File: src/rtl/bgs_pkg.sv
package bgs_pkg;
    typedef enum logic [2:0] {
        ST_OFF   = 3'd0,
        ST_DT_HS = 3'd1,
        ST_HS    = 3'd2,
        ST_DT_LS = 3'd3,
        ST_LS    = 3'd4,
        ST_DT_RF = 3'd5,
        ST_RFSH  = 3'd6
    } seq_state_e;
endpackage

File: src/rtl/bgs_mode_latch.sv
module bgs_mode_latch (
    input  logic clk,
    input  logic rst_n,
    input  logic pwm_req,
    input  logic cur_low,
    output logic sync_mode
);
    logic pwm_q;
    logic pwm_rise;

    assign pwm_rise = pwm_req && !pwm_q;

    always_ff @(posedge clk) begin
        if (!rst_n) begin
            pwm_q     <= 1'b0;
            sync_mode <= 1'b0;
        end else begin
            pwm_q <= pwm_req;
            if (pwm_rise)
                sync_mode <= !cur_low;
        end
    end

    // mode only moves on a request rising edge
    a_r4_mode_hold: assert property (@(posedge clk) disable iff (!rst_n)
        !pwm_rise |=> $stable(sync_mode));
endmodule

File: src/rtl/bgs_refresh_arm.sv
module bgs_refresh_arm (
    input  logic clk,
    input  logic rst_n,
    input  logic boot_low,
    input  logic take,
    output logic req
);
    logic boot_q;
    logic pend;
    logic boot_rise;

    assign boot_rise = boot_low && !boot_q;
    assign req       = pend || boot_rise;

    always_ff @(posedge clk) begin
        if (!rst_n) begin
            boot_q <= 1'b0;
            pend   <= 1'b0;
        end else begin
            boot_q <= boot_low;
            pend   <= req && !take;
        end
    end

    // a request only appears on a fresh flag edge or while one is pending
    a_r9_one_shot: assert property (@(posedge clk) disable iff (!rst_n)
        ($past(take) && boot_low && $past(boot_low)) |-> !req);
endmodule

File: src/rtl/bgs_phase_timer.sv
module bgs_phase_timer #(
    parameter int MAX_CYC = 16,
    localparam int CW = $clog2(MAX_CYC + 1)
) (
    input  logic          clk,
    input  logic          rst_n,
    input  logic          restart,
    output logic [CW-1:0] count
);
    localparam logic [CW-1:0] TOP = CW'(MAX_CYC);

    always_ff @(posedge clk) begin
        if (!rst_n)
            count <= '0;
        else if (restart)
            count <= '0;
        else if (count != TOP)
            count <= count + 1'b1;
    end
endmodule

File: src/rtl/buck_gate_seq.sv
module buck_gate_seq
    import bgs_pkg::*;
#(
    parameter int DEAD_CYC    = 5,
    parameter int REFRESH_CYC = 16
) (
    input  logic clk,
    input  logic rst_n,
    input  logic pwm_req,
    input  logic boot_low,
    input  logic cur_low,
    output logic hs_en,
    output logic ls_en
);
    localparam int MAX_CYC = (DEAD_CYC > REFRESH_CYC) ? DEAD_CYC : REFRESH_CYC;
    localparam int CW      = $clog2(MAX_CYC + 1);
    localparam logic [CW-1:0] DEAD_LAST = CW'(DEAD_CYC - 1);
    localparam logic [CW-1:0] RF_LAST   = CW'(REFRESH_CYC - 1);

    seq_state_e    state, state_nxt;
    logic          sync_mode;
    logic          rf_req;
    logic          rf_take;
    logic [CW-1:0] tmr;
    logic          dead_done;
    logic          rf_done;
    logic          accepting;

    bgs_mode_latch u_mode (
        .clk       (clk),
        .rst_n     (rst_n),
        .pwm_req   (pwm_req),
        .cur_low   (cur_low),
        .sync_mode (sync_mode)
    );

    bgs_refresh_arm u_arm (
        .clk      (clk),
        .rst_n    (rst_n),
        .boot_low (boot_low),
        .take     (rf_take),
        .req      (rf_req)
    );

    bgs_phase_timer #(.MAX_CYC(MAX_CYC)) u_tmr (
        .clk     (clk),
        .rst_n   (rst_n),
        .restart (state_nxt != state),
        .count   (tmr)
    );

    assign dead_done = (tmr == DEAD_LAST);
    assign rf_done   = (tmr == RF_LAST);
    assign accepting = (state == ST_OFF) || (state == ST_HS) || (state == ST_LS);
    assign rf_take   = rf_req && accepting;

    always_comb begin
        state_nxt = state;
        unique case (state)
            ST_OFF:   if (rf_req)          state_nxt = ST_DT_RF;
                      else if (pwm_req)    state_nxt = ST_DT_HS;
            ST_DT_HS: if (dead_done)       state_nxt = ST_HS;
            ST_HS:    if (rf_req)          state_nxt = ST_DT_RF;
                      else if (!pwm_req)   state_nxt = sync_mode ? ST_DT_LS : ST_OFF;
            ST_DT_LS: if (dead_done)       state_nxt = ST_LS;
            ST_LS:    if (rf_req)          state_nxt = ST_RFSH;
                      else if (pwm_req)    state_nxt = ST_DT_HS;
            ST_DT_RF: if (dead_done)       state_nxt = ST_RFSH;
            ST_RFSH:  if (rf_done)
                          state_nxt = pwm_req   ? ST_DT_HS :
                                      sync_mode ? ST_LS : ST_OFF;
            default:                       state_nxt = ST_OFF;
        endcase
    end

    always_ff @(posedge clk) begin
        if (!rst_n)
            state <= ST_OFF;
        else
            state <= state_nxt;
    end

    always_ff @(posedge clk) begin
        if (!rst_n) begin
            hs_en <= 1'b0;
            ls_en <= 1'b0;
        end else begin
            hs_en <= (state_nxt == ST_HS);
            ls_en <= (state_nxt == ST_LS) || (state_nxt == ST_RFSH);
        end
    end

    // never both switches on
    a_r1_exclusive: assert property (@(posedge clk) disable iff (!rst_n)
        !(hs_en && ls_en));

    // high-side entry always follows a full dead count
    a_r2_dead_before_hs: assert property (@(posedge clk) disable iff (!rst_n)
        $rose(hs_en) |-> ($past(tmr) == DEAD_LAST && !$past(ls_en)));

    // without synchronous mode the low side is on only for a refresh
    a_r5_nonsync_ls: assert property (@(posedge clk) disable iff (!rst_n)
        (ls_en && !sync_mode) |-> (state == ST_RFSH));

    // a refresh pulse lasts exactly the programmed count
    a_r6_pulse_len: assert property (@(posedge clk) disable iff (!rst_n)
        (state != ST_RFSH && $past(state) == ST_RFSH) |-> ($past(tmr) == RF_LAST));

    // high side never turns on straight out of a refresh pulse
    a_r8_dead_after_rf: assert property (@(posedge clk) disable iff (!rst_n)
        ($past(state) == ST_RFSH) |-> !hs_en);
endmodule

File: config.mk
export PLATFORM = sky130hd
export DESIGN_NAME = buck_gate_seq
export DESIGN_NICKNAME = d
export VERILOG_FILES = /design/src/rtl/bgs_pkg.sv /design/src/rtl/bgs_mode_latch.sv /design/src/rtl/bgs_refresh_arm.sv /design/src/rtl/bgs_phase_timer.sv /design/src/rtl/buck_gate_seq.sv
export SDC_FILE = /design/constraint.sdc
export NUM_CORES = 1
export LEC_CHECK = 0
export ABC_AREA = 1
export BUFFER_PORTS_ARGS = -buffer_cell sky130_fd_sc_hd__buf_2
export CAP_MARGIN = 10
export CORE_ASPECT_RATIO = 1.1
export CORE_MARGIN = 2
export CORE_UTILIZATION = 56
export CTS_CLUSTER_DIAMETER = 30
export DETAILED_ROUTE_END_ITERATION = 6
export GPL_TIMING_DRIVEN = 0
export PLACE_DENSITY = 0.76
export REMOVE_ABC_BUFFERS = 1
export SLEW_MARGIN = 20
export SYNTH_ARGS = -nofsm -noshare
export SYNTH_HDL_FRONTEND = slang
export SYNTH_SLANG_ARGS = --single-unit
export TNS_END_PERCENT = 10
File: constraint.sdc
create_clock -name clk -period 2.3 [get_ports clk]
set_clock_uncertainty 0.15 [all_clocks]
set_input_delay 0 -clock clk [delete_from_list [all_inputs] [get_ports clk]]
set_output_delay 0 -clock clk [all_outputs]
set_load 0.02 [all_outputs]
==> impl_metrics.yaml <==
worst_setup_path:
  worstPathCellList: "ha_1, nand2_1, nor2_1, ha_1, inv_1, nand2_1, nand2_1, nor2_1, nand3_1, nand2_1, inv_1, nand3_2, nor2_1"
  crit_family: "simple AND/OR/NAND/NOR gates"
  max_stage_delay_ps: 380
  cp_slowest_cell: "dfxtp_1"
  startpoint_type: "register"
  cp_max_fo: 5
  cp_num_buf_inv: 2
  cp-end-kind: "register"
  cp_data_required_time_ps: 2320
  crit_top_cell: "nand2_1"
  arrival_ps: 1920
  critical_path_class: "register to register"
cells_and_area:
  fin_nets: 154
  syn_to_final_growth_pct: 14.4
  fill_cells: 124
  antenna_cells: 0
  drive_gt1_share_pct: 16.7
global_routing:
  grt_pass1_vias: 712
  gr-total-overflow: 0
  antenna_found_initial: 0
  use_met2_pct: 37.8
  grtUsageMet3_pct: 4.43
  grt_max_degree: 10
  grt_pass1_wl_um: 2770
  grt-busiest-layer: "met2"
  grtUsageTotal_pct: 22.6
  use_met1_pct: 27.1
clock_tree:
  root_buffer: "clkbuf_4"
  numCtsBuffers: 3
  ctsHoldBuffers: 6
  clk_latency_ps: 270
  ctsHtreeMaxLevel: 1
  clock_path_buffers: 2
  cts.sinks: 14
  cts-resized-gates: 0
  cts.reportedPaths.clkPinSlew_ps: 80
  cts_tree: "done"
  cts_setup_buffers: 0
outcome:
  status: "finished clean"
placement:
  place_congestion: 0.806
  hpwl_um: 1210
  io_buffers: 6
power:
  switchingPower_uw: 229
  p_int_uw: 409
  power_density_nw_per_um2: 654
  swShare_pct: 35.9
  leakage_nw: 0.504
  combPwrFrac_pct: 32.8
  p_clk_share_pct: 21.2
  peakVddDrop_mv: 0.473
  p_seq_share_pct: 45.9
timing:
  worst_pin_slew_ps: 329
  setup_viol: 0
  max-slew-margin-rel_pct: 78.0
  rsz0062_at_grt: "no"
  hold_violations: 0
  fmax_ghz: 0.528
  min_period_ps: 1900
  hold_ws_ps: 122
  report.final.slew_viol_count: 0
  finalCritPeriodShare_pct: 82.4
  setup-tns-final_ps: 0
routing:
  post_drt_via_cell_ratio: 4.95
  vias: 792
  drt_first_pass_iters: 4
  final_antenna_net_count: 0
  finalWirelength_um: 1640
  drc_errors: 0
  wl_per_cell_um: 10.3
  first_iter_violations: 21
floorplanning:
  floorplan.initialDensity_pct: 60.8
  die_area_sq_um: 1850
  row_count: 14
  dieHeight_um: 44.9
  die_w_um: 41.2
  io_pins: 7
  core_sq_um: 1400
synth:
  synth-seq-cells: 14
  netlist_area_sq_um: 852
  synthCells: 131
  syn-mean-instance-area_sq_um: 6.50
  synth_cell_types: 24
  ys_seq_area_share_pct: 32.9
  yosysWarnings: 0
hold_path:
  holdCritPathClass: "primary input to register"
job:
  drv_cap: 0
cell usage in the layout (no fill, tap or decap):
cell           Yosys  layout
nand2_1           26      26
inv_1             23      23
nor2_1            19      19
dfxtp_1           14      14
nand3_1           12      12
inv_2              6       6
a21oi_1            6       6
dlygate4sd3_1      0       6
buf_2              2       6
ha_1               3       3
clkbuf_4           0       3
nor2_4             2       2
nand2_2            2       2
nor3_1             2       2
xor2_1             2       2
o21ai_0            2       2
clkinv_1           1       1
a21oi_4            1       1
nor2_2             1       1
o21ai_1            1       1
nand3_2            1       1
nor3_2             1       1
mux2_2             1       1
nand4_1            1       1
a311oi_1           1       1
nor4_1             1       1
cell families after synthesis:
family | share of synthesized area [%]
flops | 32.9
fa+ha+maj | 4.41
buf+inv | 14.4
simple gates | 36.7
compound gates | 8.22
xor+xnor | 2.06
mux | 1.32
layout make-up:
| cell class | instances | area (sq um) | area share, % |
|---|---|---|---|
| clock buffers | 3 | 22.5 | 2.31 |
| repair buffers | 12 | 90.1 | 9.24 |
| multi-input cells | 85 | 449 | 46.1 |
| well taps | 16 | 20.0 | 2.05 |
| flip-flops and latches | 14 | 280 | 28.8 |
| inverters | 30 | 113 | 11.6 |
metrics by stage:
stage               cells  utilization, %  power (mW)  area (sq um)  worst slack, ps
detailed placement    151            63.7       0.496           892              428
CTS                   160            69.6       0.642           975              410
global route          160            69.6       0.683           975              235
floorplan             129               -       0.454           842              663
global placement      151            63.7       0.492           892              474
finish                160            69.6       0.637           975              405
sequential cells by signal, indices dropped and copies added (netlist names):
name and cells:
ls_en 1, state 3, u_arm.boot_q 1, u_arm.pend 1, u_tmr.count 5, hs_en 1
u_mode.pwm_q 1, u_mode.sync_mode 1
worst register-to-register path, stage by stage, from the launching register on:
cell	delay (ps)
dfxtp_1	380
ha_1	200
nand2_1	60
nor2_1	110
ha_1	180
inv_1	60
nand2_1	90
nand2_1	60
nor2_1	120
nand3_1	90
nand2_1	90
inv_1	50
nand3_2	100
nor2_1	50
metal layers:
layer / routed length [um] / vias up / share of wire (%)
met5: 0 / - / 0
met4: 12 / 0 / 0.73
met3: 61 / 2 / 3.7
met2: 762 / 17 / 46
met1: 805 / 346 / 49
li1: - / 427 / -
path summary, 6_finish.rpt:
kind	from	end	slack [ps]	cells after the start
max	u_tmr.count[1]$_SDFFE_PP0P_	u_tmr.count[4]$_SDFFE_PP0P_	400	13
min	pwm_req	state[0]$_SDFF_PN0_	120	5
max reg2reg	u_tmr.count[1]$_SDFFE_PP0P_	u_tmr.count[4]$_SDFFE_PP0P_	400	13
min reg2reg	u_tmr.count[0]$_SDFFE_PP0P_	u_tmr.count[3]$_SDFFE_PP0P_	460	3
power by group through the flow:
stage | Clock [mW] | Sequential, mW | Combinational [mW]
5_1_grt | 0.150 | 0.296 | 0.237
2_1_floorplan | 0 | 0.296 | 0.158
6_report | 0.135 | 0.293 | 0.209
3_5_place_dp | 0 | 0.297 | 0.198
3_3_place_gp | 0 | 0.297 | 0.196
4_1_cts | 0.143 | 0.292 | 0.208
synthesized netlist by cell type (all sizes together):
| master | number | area share (%) |
|---|---|---|
| nor4 | 1 | 0.73 |
| o21ai | 3 | 1.8 |
| inv | 29 | 13 |
| a311oi | 1 | 1.0 |
| xor2 | 2 | 2.1 |
| nor3 | 3 | 2.3 |
| nor2 | 22 | 12 |
| ha | 3 | 4.4 |
| a21oi | 7 | 5.4 |
| nand2 | 28 | 13 |
| dfxtp | 14 | 33 |
| clkinv | 1 | 0.44 |
| mux2 | 1 | 1.3 |
| nand3 | 13 | 8.2 |
| nand4 | 1 | 0.73 |
| buf | 2 | 1.2 |
(Power assumes the default switching activity.)
